<file path="config.mk">
export PLATFORM = sky130hd
export DESIGN_NAME = dma_credit_ctrl
export DESIGN_NICKNAME = d
export VERILOG_FILES = /design/src/rtl/dma_credit_pkg.sv /design/src/rtl/credit_channel.sv /design/src/rtl/rr_arbiter.sv /design/src/rtl/dma_credit_ctrl.sv
export SDC_FILE = /design/constraint.sdc
export NUM_CORES = 1
export LEC_CHECK = 0
export ABC_AREA = 1
export ABC_CLOCK_PERIOD_IN_PS = 7900
export BUFFER_PORTS_ARGS = -buffer_cell sky130_fd_sc_hd__buf_2
export CAP_MARGIN = 20
export CELL_PAD_IN_SITES_DETAIL_PLACEMENT = 0
export CELL_PAD_IN_SITES_GLOBAL_PLACEMENT = 2
export CORE_AREA = 2 2 152 154
export DETAILED_ROUTE_END_ITERATION = 8
export DIE_AREA = 0 0 154 156
export PLACE_DENSITY = 0.83
export SYNTH_ARGS = -nofsm -noshare
export SYNTH_HDL_FRONTEND = slang
export SYNTH_SLANG_ARGS = --single-unit
</file>
<file path="constraint.sdc">
create_clock -name clk -period 7.9 [get_ports clk]
set_clock_uncertainty 0.15 [all_clocks]
set_input_delay 1.975 -clock clk [delete_from_list [all_inputs] [get_ports clk]]
set_output_delay 1.975 -clock clk [all_outputs]
set_load 0.01 [all_outputs]
</file>
<file path="src/rtl/dma_credit_pkg.sv">
`timescale 1ns/1ps
package dma_credit_pkg;

    typedef enum logic [1:0] {
        CH_OFF  = 2'd0,
        CH_WAIT = 2'd1,
        CH_REQ  = 2'd2,
        CH_ERR  = 2'd3
    } ch_state_e;

    localparam logic DIR_TO_PERIPH = 1'b1;

endpackage

</file>
<file path="src/rtl/credit_channel.sv">
`timescale 1ns/1ps
module credit_channel
    import dma_credit_pkg::*;
#(
    parameter int CNT_W = 7
) (
    input  logic             clk,
    input  logic             rst_n,
    input  logic             en,
    input  logic             to_periph,
    input  logic [CNT_W-1:0] depth,
    input  logic [CNT_W-1:0] burst,
    input  logic             pulse,
    input  logic             granted,
    output logic             req,
    output logic             err
);

    localparam int SUM_W = CNT_W + 2;

    ch_state_e        state_q, state_d;
    logic [CNT_W-1:0] cnt_q, cnt_d;

    logic signed [SUM_W-1:0] cnt_s, depth_s, burst_s, step_up, step_dn, sum_s;
    logic                    take;

    // Readiness of a candidate occupancy value for one burst
    function automatic logic burst_ready(input logic signed [SUM_W-1:0] occ,
                                         input logic signed [SUM_W-1:0] dep,
                                         input logic signed [SUM_W-1:0] bl,
                                         input logic                    wr);
        logic ok;
        if (bl == '0) begin
            ok = 1'b0;
        end else if (wr == DIR_TO_PERIPH) begin
            ok = (dep - occ) >= bl;
        end else begin
            ok = occ >= bl;
        end
        return ok;
    endfunction

    always_comb begin
        cnt_s   = $signed({2'b00, cnt_q});
        depth_s = $signed({2'b00, depth});
        burst_s = $signed({2'b00, burst});
        take    = granted && (state_q == CH_REQ);
        if (to_periph == DIR_TO_PERIPH) begin
            step_up = take  ? burst_s : '0;
            step_dn = pulse ? SUM_W'(1) : '0;
        end else begin
            step_up = pulse ? SUM_W'(1) : '0;
            step_dn = take  ? burst_s : '0;
        end
        sum_s = cnt_s + step_up - step_dn;
    end

    // Next-state logic
    always_comb begin
        state_d = state_q;
        cnt_d   = cnt_q;
        unique case (state_q)
            CH_OFF: begin
                cnt_d = '0;
                if (en) begin
                    state_d = burst_ready('0, depth_s, burst_s, to_periph) ? CH_REQ : CH_WAIT;
                end
            end
            CH_WAIT, CH_REQ: begin
                if (sum_s < 0 || sum_s > depth_s) begin
                    state_d = CH_ERR;
                end else begin
                    cnt_d   = sum_s[CNT_W-1:0];
                    state_d = burst_ready(sum_s, depth_s, burst_s, to_periph) ? CH_REQ : CH_WAIT;
                end
            end
            CH_ERR: begin
                state_d = CH_ERR;
            end
            default: begin
                state_d = CH_OFF;
            end
        endcase
        if (!en) begin
            state_d = CH_OFF;
            cnt_d   = '0;
        end
    end

    // State register
    always_ff @(posedge clk or negedge rst_n) begin
        if (!rst_n) begin
            state_q <= CH_OFF;
            cnt_q   <= '0;
        end else begin
            state_q <= state_d;
            cnt_q   <= cnt_d;
        end
    end

    // Outputs
    always_comb begin
        req = 1'b0;
        err = 1'b0;
        unique case (state_q)
            CH_REQ:  req = 1'b1;
            CH_ERR:  err = 1'b1;
            default: ;
        endcase
    end

    AST_GRANT_NEEDS_REQ: assert property (@(posedge clk) disable iff (!rst_n)
        granted |-> (state_q == CH_REQ)) else $error("grant without request");

    AST_ERROR_STICKY: assert property (@(posedge clk) disable iff (!rst_n)
        (state_q == CH_ERR && en) |=> (state_q == CH_ERR)) else $error("error flag lost");

    AST_DISABLE_WITHDRAWS: assert property (@(posedge clk) disable iff (!rst_n)
        !en |=> (state_q == CH_OFF && cnt_q == '0)) else $error("disable not honoured");

endmodule

</file>
<file path="src/rtl/rr_arbiter.sv">
`timescale 1ns/1ps
module rr_arbiter #(
    parameter int N_CH = 4
) (
    input  logic            clk,
    input  logic            rst_n,
    input  logic [N_CH-1:0] req,
    output logic [N_CH-1:0] grant,
    output logic            grant_valid
);

    localparam int IDX_W = (N_CH > 1) ? $clog2(N_CH) : 1;

    logic [IDX_W-1:0] ptr_q;
    logic [IDX_W-1:0] win;

    always_comb begin
        grant       = '0;
        grant_valid = 1'b0;
        win         = '0;
        for (int k = 0; k < N_CH; k++) begin
            if (!grant_valid && req[(int'(ptr_q) + k) % N_CH]) begin
                grant_valid = 1'b1;
                win         = IDX_W'((int'(ptr_q) + k) % N_CH);
            end
        end
        if (grant_valid) begin
            grant[win] = 1'b1;
        end
    end

    always_ff @(posedge clk or negedge rst_n) begin
        if (!rst_n) begin
            ptr_q <= '0;
        end else if (grant_valid) begin
            ptr_q <= (int'(win) == N_CH - 1) ? '0 : win + IDX_W'(1);
        end
    end

    AST_ONE_GRANT: assert property (@(posedge clk) disable iff (!rst_n)
        $onehot0(grant)) else $error("multiple grants");

    AST_VALID_MATCHES: assert property (@(posedge clk) disable iff (!rst_n)
        (req != '0) |-> grant_valid) else $error("request left unserved");

endmodule

</file>
<file path="src/rtl/dma_credit_ctrl.sv">
`timescale 1ns/1ps
module dma_credit_ctrl #(
    parameter int N_CH      = 4,
    parameter int MAX_DEPTH = 64,
    localparam int CNT_W    = $clog2(MAX_DEPTH + 1)
) (
    input  logic                  clk,
    input  logic                  rst_n,
    input  logic [N_CH-1:0]       ch_enable,
    input  logic [N_CH-1:0]       ch_to_periph,
    input  logic [N_CH*CNT_W-1:0] ch_depth,
    input  logic [N_CH*CNT_W-1:0] ch_burst,
    input  logic [N_CH-1:0]       word_pulse,
    output logic [N_CH-1:0]       ch_req,
    output logic [N_CH-1:0]       grant,
    output logic                  grant_valid,
    output logic [N_CH-1:0]       ch_error
);

    for (genvar g = 0; g < N_CH; g++) begin : g_chan
        credit_channel #(
            .CNT_W (CNT_W)
        ) u_chan (
            .clk       (clk),
            .rst_n     (rst_n),
            .en        (ch_enable[g]),
            .to_periph (ch_to_periph[g]),
            .depth     (ch_depth[g*CNT_W +: CNT_W]),
            .burst     (ch_burst[g*CNT_W +: CNT_W]),
            .pulse     (word_pulse[g]),
            .granted   (grant[g]),
            .req       (ch_req[g]),
            .err       (ch_error[g])
        );
    end

    rr_arbiter #(
        .N_CH (N_CH)
    ) u_arb (
        .clk         (clk),
        .rst_n       (rst_n),
        .req         (ch_req),
        .grant       (grant),
        .grant_valid (grant_valid)
    );

endmodule

</file>
After elaboration in Yosys (flattened, before gate mapping). Index checks and enable logic that the tools add are counted.

Bits in registers: 38. Latch bits: 0. RAM bits: 0. Memory bits (read-only): 0. Output and inout bits: 13. Logic and storage cells: 224. Memories kept: 0.

$add $sub $neg: 16. $mul: 0. Divide/modulo/power cells: 0. $lt $le $gt $ge: 30. Equal/unequal tests: 21. Shift operators: 0. Multiplexer cells: 111. Bitwise logic cells: 3. Reductions and logical operators: 34.

Operators by type and width (number): $mux W7 (16); $ge A9 B8 Y1 (8); $mux W1 (56); $pmux W7 S2 (4); $mux W2 (21); $add A8 B9 Y9 (4); $gt A9 B8 Y1 (4); $logic_not A9 Y1 (4); $lt A9 B1 Y1 const B (4); $mux W9 (4); $sub A8 B9 Y9 (4); $sub A9 B9 Y9 (4); $ge A1 B7 Y1 const A (4); $ge A7 B7 Y1 (4); $pmux W2 S3 (4); $eq A2 B2 Y1 const B (8); $reduce_or A2 Y1 (7); $lt A3 B4 Y1 const B (3); $ne A3 B1 Y1 const B (4); $ne A3 B3 Y1 const B (4); $eq A2 B1 Y1 const B (5); $bmux W1 S2 (4); $logic_and A1 B1 Y1 (8); $logic_not A2 Y1 (4); other kinds (10) (23).

Depth between registers and ports, before layout. Gate-level depths: netlist of run 1.

Depth in word-level cells: 34. Gate-level depth with buffers: 45. Mapped depth without buffers: 44.

Cells and area by module. A second synthesis of run 1 with hierarchy kept.

Cells, all modules: 1300. Area total of the unflattened synthesis: 8286.7 um^2.

By module, submodules not included: credit_channel (g_chan[2].u_chan ...) (times used 2, cells an instance 305, area an instance 1935.6 um^2, seq. area each 225.2 um^2); credit_channel (g_chan[1].u_chan) (times used 1, cells an instance 303, area an instance 1949.4 um^2, seq. area each 225.2 um^2); credit_channel (g_chan[0].u_chan) (times used 1, cells an instance 305, area an instance 1944.4 um^2, seq. area each 225.2 um^2); rr_arbiter (times used 1, cells an instance 82, area an instance 521.8 um^2, seq. area each 50.0 um^2).

Least setup slack after synthesis of run 1. Ideal clock, no wire load.

Path kind: input to register. From: input ch_to_periph[3]. To: register g_chan[3].u_chan.state_q[1]. Arrival: 5.489 ns. Setup slack: 2.141 ns. Cell stages on the path: 27. Cells stage by stage: clkbuf_1 o21ai_0 ha_1 inv_1 ha_1 fa_1 inv_1 fa_1 nand3_1 nand2_1 a21o_1 a21oi_1 xor2_1 inv_1 ha_1 nand2_1 a21oi_1 a211oi_1 nand2_1 nand2_1 nand2_1 nand2_1 nand2_1 nand2_1 nand2_1 nand2_1 a21oi_1.

Cells in the longest elaborated chain, start to end: 13. Elaborated cells between the ends (all ways): 23. Classes of those cells: add/sub: 3; order compare: 4; mux: 15; reduce/logical: 1.

RTL lines: start: declaration (line dma_credit_ctrl.sv:10) `input logic [N_CH-1:0] ch_to_periph,`; $mux W7 (line credit_channel.sv:48) `if (to_periph == DIR_TO_PERIPH) begin`; $add A8 B9 Y9 (line credit_channel.sv:55) `sum_s = cnt_s + step_up - step_dn;`; $sub A9 B9 Y9 (line credit_channel.sv:55); $sub A8 B9 Y9 (line credit_channel.sv:36) `ok = (dep - occ) >= bl;`; $ge A9 B8 Y1 (line credit_channel.sv:36); $mux W1 (line credit_channel.sv:35) `end else if (wr == DIR_TO_PERIPH) begin`; $mux W1 (line credit_channel.sv:33) `if (bl == '0) begin`; $mux W1 (line credit_channel.sv:70) `if (sum_s < 0 || sum_s > depth_s) begin`; $mux W1 (line credit_channel.sv:62) `unique case (state_q)`; $mux W2 (line credit_channel.sv:74) `state_d = burst_ready(sum_s, depth_s, burst_s, to_periph) ? CH_REQ : CH_WAIT;`; $mux W2 (line credit_channel.sv:70); $pmux W2 S3 (*) (line credit_channel.sv:62); $mux W2 (*) (line credit_channel.sv:84) `if (!en) begin`; named net g_chan[3].u_chan.state_d[1] (line credit_channel.sv:21) `ch_state_e state_q, state_d;`; end signal: assignment (line credit_channel.sv:96) `state_q <= state_d;`; end: declaration (line credit_channel.sv:21).

The timed path passes the listed nets; every way through them passes the cells marked *. The select of a mux whose other input is x is not followed. A chain may end at the register's enable or synchronous reset.

Final worst setup path of run 1.
From: register g_chan[2].u_chan.state_q[0]. To: register g_chan[2].u_chan.state_q[1].

Cells in the longest elaborated chain, start to end: 34. Elaborated cells between the ends (all ways): 57. Classes of those cells: add/sub: 3; order compare: 6; eq/ne: 3; mux: 34; reduce/logical: 11.

RTL lines: start: declaration (line credit_channel.sv:21); start signal: assignment (line credit_channel.sv:96); $eq A2 B2 Y1 (line credit_channel.sv:47, credit_channel.sv:62, credit_channel.sv:105); $mux W1 (line credit_channel.sv:105) `unique case (state_q)`; $bmux W1 S2 (line rr_arbiter.sv:22) `if (!grant_valid && req[(int'(ptr_q) + k) % N_CH]) begin`; $mux W1 (implied by the code) (line rr_arbiter.sv:22); $mux W1 (line rr_arbiter.sv:22); $logic_not A1 Y1 (line rr_arbiter.sv:22); $logic_and A1 B1 Y1 (line rr_arbiter.sv:22); $mux W1 (line rr_arbiter.sv:22); [... 19 more ...]; $mux W1 (line credit_channel.sv:33); $mux W1 (line credit_channel.sv:70); $mux W1 (line credit_channel.sv:62); $mux W2 (line credit_channel.sv:74); $mux W2 (line credit_channel.sv:70); $pmux W2 S3 (*) (line credit_channel.sv:62); $mux W2 (*) (line credit_channel.sv:84); named net g_chan[2].u_chan.state_d[1] (line credit_channel.sv:21).

Marks and branches as above.

==> flow_summary_export.csv, run 1 <==
group,metric,value,unit
run_status,status,"complete, no violations",
drt,dr.pass1.iters,4,
setup_path,endpoint,"g_chan[2].u_chan.state_q[1]",
yosys,synth_top_family_by_area,"adder cells",
setup_path,slowest_delay,0.41,ns
setup_path,path_buf_inv,8,
yosys,synth_area_leaders,"ha_1 (27%), dfrtp_1 (12%), nand2_1 (11%)",
drt,drc,0,
setup_path,cp.depth,43,
setup_path,worstSetupStartpointType,"register",
floorplanning,start_util,0.345,
setup_path,cp_max_fo,13,
timing,final.setup.tns,0,ns
setup_path,critical-path-top-delay-family,"adder cells",
yosys,yosysTopAreaCell,"ha_1",
global_route,grt_pass1_wl,31.4,mm
drt,vias,6799,
drt,wl_per_cell,12.5,um
clock_tree,cts_buffer_depth,2,
setup_path,reg2reg_slack,1.56,ns
clock_tree,cts_made_buffers,5,
setup_path,reg2regPathDepth,43,
yosys,synth_compound_area_frac,0.168,
clock_tree,cts_tree,"built",
yosys,synth-seq-area-share,0.123,
yosys,synth_nets,1356,
global_route,grt_antenna_before_repair,0,
final_layout,drive_gt1_frac,0.117,
yosys,synthCells,1114,
yosys,synth-adder-area-share,0.287,
yosys,ys_types,46,
clock_tree,htreeDepth,2,
place,gp_congestion,0.809,
clock_tree,cts_resized,0,
global_route,grt-ovfl-total,0,
floorplanning,die_y,156,um
timing,finalMaxSlewViolations,0,
setup_path,worst_path_max_delay_cell,"fa_1",
yosys,synth_edf_count,0,
setup_path,r2r-end,"g_chan[2].u_chan.state_q[1]",
yosys,synth.cell_area,7710,um^2
timing,rsz0062_at_grt,"no",
timing,whs,0.376,ns
timing,relSlewSlack,0.380,
final_layout,num_antenna_cells,0,
yosys,async_reset_ff_frac,1.00,
timing,period_minus_slack,6.34,ns
setup_path,critPathKind,"register to register",
setup_path,cp-end-kind,"register",
yosys,yosys_warnings,0,
setup_path,crit_top_cell,"nand2_1",
yosys,yosysTopAreaCellShare,0.266,
place,portBuffers,82,
clock_tree,clkTransAtPathRegs,0.06,ns
floorplanning,core,22400,um^2
yosys,synth_commonest_cells,"nand2_1 (230), inv_1 (228), ha_1 (164), a21oi_1 (79), nand3_1 (60)",
final_layout,fillers,2470,
clock_tree,cts_root_buf,"clkbuf_16",
setup_path,r2r_start,"g_chan[2].u_chan.state_q[0]",
yosys,synthSimpleGateAreaFrac,0.225,
setup_path,crit_arrival,6.36,ns
place,hpwl,15.8,mm
global_route,grt_use_total,0.157,
drt,drt-initial-drc-count,316,
floorplanning,die_w,154,um
floorplanning,dieArea,24000,um^2
floorplanning,rows,55,
timing,period_share,0.802,
clock_tree,post_cts_buffers,0,
drt,ant_nets,0,
clock_tree,cts_sinks,38,
clock_tree,holdBufCountCts,0,
global_route,grt_pass1_vias,6740,
yosys,synth_flop_cell,"dfrtp_1",
flow_run,maxCapViolCount,0,
drt,drt_wl_total,18.4,mm
yosys,synthMuxAreaShare,0.00779,
yosys,synthXorXnorAreaFrac,0.0545,
timing,hold_violations,0,
yosys,post-synth-top-count-cell,"nand2_1",
timing,max_freq,0.158,GHz
global_route,grt_max_degree,39,
setup_path,startpoint,"g_chan[2].u_chan.state_q[0]",
yosys,synth_area_per_cell,6.92,um^2
drt,viasPerCell,4.63,
worst_hold_path,hp-class,"register to register",
final_layout,nets,1426,
setup_path,crit_required,7.92,ns
yosys,yosys_register_bits,38,
timing,setup_viol,0,
clock_tree,clock_latency,0.29,ns
floorplanning,io_pins,83,
timing,tightest_slew,0.929,ns
final_layout,synthToLayoutAreaGrowth,9.75,%
cell families (layout without fill, tap and decap cells):
group	after synthesis	count (layout)
and+or+nand+nor	379	379
DFF	38	38
muxes	6	6
AOI/OAI and AO/OA	218	218
xor gates and xnor gates	48	48
buffers and inverters	253	324
adders and majority gates	172	172
layout make-up:
cell class / count / area (um^2) / share of cell area
clock inverters: 3 / 21.3 / 0.00251
clock buffers: 5 / 125 / 0.0148
inverters: 234 / 878 / 0.104
flip-flops and latches: 38 / 951 / 0.112
well taps: 285 / 357 / 0.0421
multi-input cells: 823 / 5720 / 0.676
repair buffers: 82 / 410 / 0.0485
state kept, by name (all words and copies together), names as in the netlist:
register,count
g_chan.u_chan.state_q,8
g_chan.u_chan.cnt_q,28
u_arb.ptr_q,2
metal layers:
metal	part of all wire	vias to the layer above	track usage
met3	0.022	7	0.0175
met4	0.0056	0	0.0258
met5	0	-	0
met1	0.52	2961	0.215
met2	0.45	59	0.272
li1	-	3772	-
worst min-delay path, delay by kind of cell (launching register included):
kind	cells	cell delay (ns)
compound gates	1	0.12
flops	1	0.32
buf+inv	1	0.05
cells in the final DEF, fill, tap and decap left out, types with 5 or more instances in the layout:
cell / instances
nand2_1: 230
inv_1: 228
ha_1: 164
buf_2: 82
a21oi_1: 79
nand3_1: 60
o21ai_0: 51
xor2_1: 41
dfrtp_1: 38
nor2_1: 33
o21a_1: 17
o21ai_1: 17
nand2_2: 9
a21boi_0: 9
a31oi_1: 8
fa_1: 8
nand3b_1: 7
xnor2_1: 7
nand4_1: 7
nor2_2: 6
mux2i_1: 6
nand3_2: 6
o211ai_1: 6
inv_2: 5
a211oi_1: 5
clkbuf_16: 5
worst min-delay path by stage:
stage,to,depth (start not counted),startpoint
after global placement,g_chan[1].u_chan.cnt_q[0],2,g_chan[1].u_chan.cnt_q[0]
after detailed placement,g_chan[2].u_chan.cnt_q[0],2,g_chan[2].u_chan.cnt_q[0]
after floorplan,g_chan[0].u_chan.cnt_q[0],2,g_chan[0].u_chan.cnt_q[0]
after global routing,g_chan[1].u_chan.cnt_q[0],2,g_chan[1].u_chan.cnt_q[0]
after CTS,g_chan[2].u_chan.cnt_q[0],2,g_chan[2].u_chan.cnt_q[0]
final,g_chan[2].u_chan.cnt_q[0],2,g_chan[2].u_chan.cnt_q[0]
stage by stage:
| stage | setup WS, ns | util | instance area (um^2) | cells |
|---|---|---|---|---|
| after floorplan | 2.14 | - | 7710 | 1114 |
| after global placement | 1.51 | 0.372 | 8320 | 1462 |
| after detailed placement | 1.51 | 0.372 | 8320 | 1462 |
| after CTS | 1.49 | 0.378 | 8460 | 1470 |
| after global routing | 0.909 | 0.378 | 8460 | 1470 |
| final | 1.56 | 0.378 | 8460 | 1470 |
Power of run 1 is left out: the tool's default activity adds up to more than one toggle a clock period on the data nets, which glitch-free logic cannot reach.
==> inputs of run 2 (changes only) <==
- ABC_CLOCK_PERIOD_IN_PS: 7900 -> 5100
- CORE_AREA: 2 2 152 154 -> 2 2 161 163
- DIE_AREA: 0 0 154 156 -> 0 0 163 165
- PLACE_DENSITY: 0.83 -> 0.78
- clock period: 7.9 -> 5.1 ns (I/O delays scaled with it)
==> flow_summary_export.csv, run 2 (synthesis gave the netlist of run 1 again) <==
group,metric,value,unit
final_layout,num_antenna_cells,0,
setup_path,critPathKind,"register to register",
place,portBuffers,82,
global_route,gr-usage-met3,0.0128,
setup_path,worst_path_max_delay_cell,"dfrtp_1",
clock_tree,holdBufCountCts,0,
timing,max_freq,0.175,GHz
drt,wl_per_cell,13.0,um
global_route,grt_antenna_before_repair,0,
place,gp_congestion,0.788,
final_layout,top_regs,"g_chan.u_chan.cnt_q: 28 flops, g_chan.u_chan.state_q: 8 flops, u_arb.ptr_q: 2 flops",
final_layout,nets,1648,
global_route,grt-ovfl-total,0,
setup_path,crit_top_cell,"nand2_1",
clock_tree,cts_made_buffers,5,
worst_hold_path,min_from,"g_chan[0].u_chan.cnt_q[0]",
setup_path,startpoint,"g_chan[3].u_chan.state_q[0]",
setup_path,crit_arrival,5.79,ns
drt,vias,7897,
drt,ant_nets,0,
final_layout,drive_gt1_frac,0.410,
drt,dr.pass1.iters,4,
setup_path,reg2reg_slack,-0.62,ns
worst_hold_path,hp-class,"register to register",
timing,setup_viol,36,
final_layout,layout_common_cells,"inv_1 (208), buf_4 (208), nand2_1 (186)",
global_route,met2_usage,0.297,
setup_path,r2r-end,"g_chan[2].u_chan.state_q[1]",
floorplanning,die_y,165,um
clock_tree,cts_sinks,38,
final_layout,largest_reg_flops,28,
timing,rsz0062_at_grt,"yes",
timing,relSlewSlack,0.320,
global_route,grt_max_degree,39,
drt,drt-initial-drc-count,280,
setup_path,crit_required,5.17,ns
final_layout,max_flop_register,"g_chan.u_chan.cnt_q",
global_route,busiest_layer,"met2",
floorplanning,dieArea,26900,um^2
timing,period_share,1.12,
timing,fin_ws,-0.623,ns
floorplanning,rows,58,
floorplanning,die_w,163,um
worst_hold_path,min_to,"g_chan[0].u_chan.cnt_q[0]",
clock_tree,clkTransAtPathRegs,0.07,ns
clock_tree,cts_buffer_depth,2,
timing,whs,0.378,ns
floorplanning,start_util,0.308,
place,hpwl,17.9,mm
clock_tree,htreeDepth,2,
timing,hold_violations,0,
timing,tightest_slew,1.02,ns
clock_tree,clock_latency,0.29,ns
setup_path,worstSetupStartpointType,"register",
global_route,grtUsageMet1,0.213,
floorplanning,core,25000,um^2
clock_tree,cts_root_buf,"clkbuf_16",
run_status,violations,"setup timing",
global_route,grt_pass1_wl,35.9,mm
floorplanning,io_pins,83,
global_route,grt_use_total,0.163,
setup_path,slowest_delay,0.39,ns
setup_path,reg2regPathDepth,44,
flow_run,maxCapViolCount,0,
setup_path,cp_max_fo,3,
setup_path,r2r_start,"g_chan[3].u_chan.state_q[0]",
timing,period_minus_slack,5.72,ns
drt,drt_wl_total,22.6,mm
place,preCtsSetupSlack,-0.845,ns
drt,drc,0,
worst_hold_path,hold_depth,2,
final_layout,synthToLayoutAreaGrowth,49.3,%
timing,finalMaxSlewViolations,0,
run_status,status,"finished with violations",
setup_path,cp-end-kind,"register",
drt,viasPerCell,4.55,
global_route,grt_pass1_vias,7632,
clock_tree,cts_tree,"built",
[run 2: through the flow]
stage	utilization	cells	instance area (um^2)	TNS, ns
floorplan	-	1114	7830	-1.84
global placement	0.396	1692	9900	-14.93
detailed placement	0.396	1692	9900	-17.07
CTS	0.423	1719	10600	-9.08
global route	0.460	1737	11500	-20.80
finish	0.460	1737	11500	-8.98
[run 2: area by class of cell]
class	count	area, um^2
Clock inverter	3	40.0
Timing Repair Buffer	302	2150
Sequential cell	38	957
Fill cell	2591	13500
Clock buffer	5	125
Inverter	234	886
Tap cell	330	413
Multi-Input combinational cell	825	6940
[run 2: worst max-delay path by stage]
stage / cells after the start / endpoint / slack (ns)
after global routing: 44 / g_chan[2].u_chan.state_q[1] / -1.04
after CTS: 43 / g_chan[2].u_chan.state_q[1] / -0.58
after floorplan: 43 / g_chan[2].u_chan.state_q[1] / -0.32
final: 44 / g_chan[2].u_chan.state_q[1] / -0.62
after detailed placement: 40 / g_chan[0].u_chan.state_q[1] / -0.84
after global placement: 43 / g_chan[0].u_chan.state_q[1] / -0.81
[run 2: worst max-delay path: cells and delay by family (launching register included)]
| kind | cells | cell delay [ns] |
|---|---|---|
| AO/OA/AOI/OAI | 8 | 1.26 |
| XOR/XNOR | 2 | 0.40 |
| adder cells (fa/ha/maj) | 7 | 1.48 |
| buffers and inverters | 8 | 0.76 |
| flip-flops | 1 | 0.39 |
| AND/OR/NAND/NOR | 19 | 1.21 |
[run 2: layer usage]
metal / wire [um] / vias to the layer above
met4: 148 / 0
li1: - / 4224
met3: 462 / 8
met2: 11300 / 72
met5: 0 / -
met1: 10700 / 3593
[run 2: timing repair]
action | in CTS | in global routing
resized for setup | 89 | 177
gates cloned | 2 | 2
pin swaps | 54 | 120
endpoints found under the setup margin | 36 | 36
setup buffers | 18 | 18
Power of run 2 is left out for the same reason.
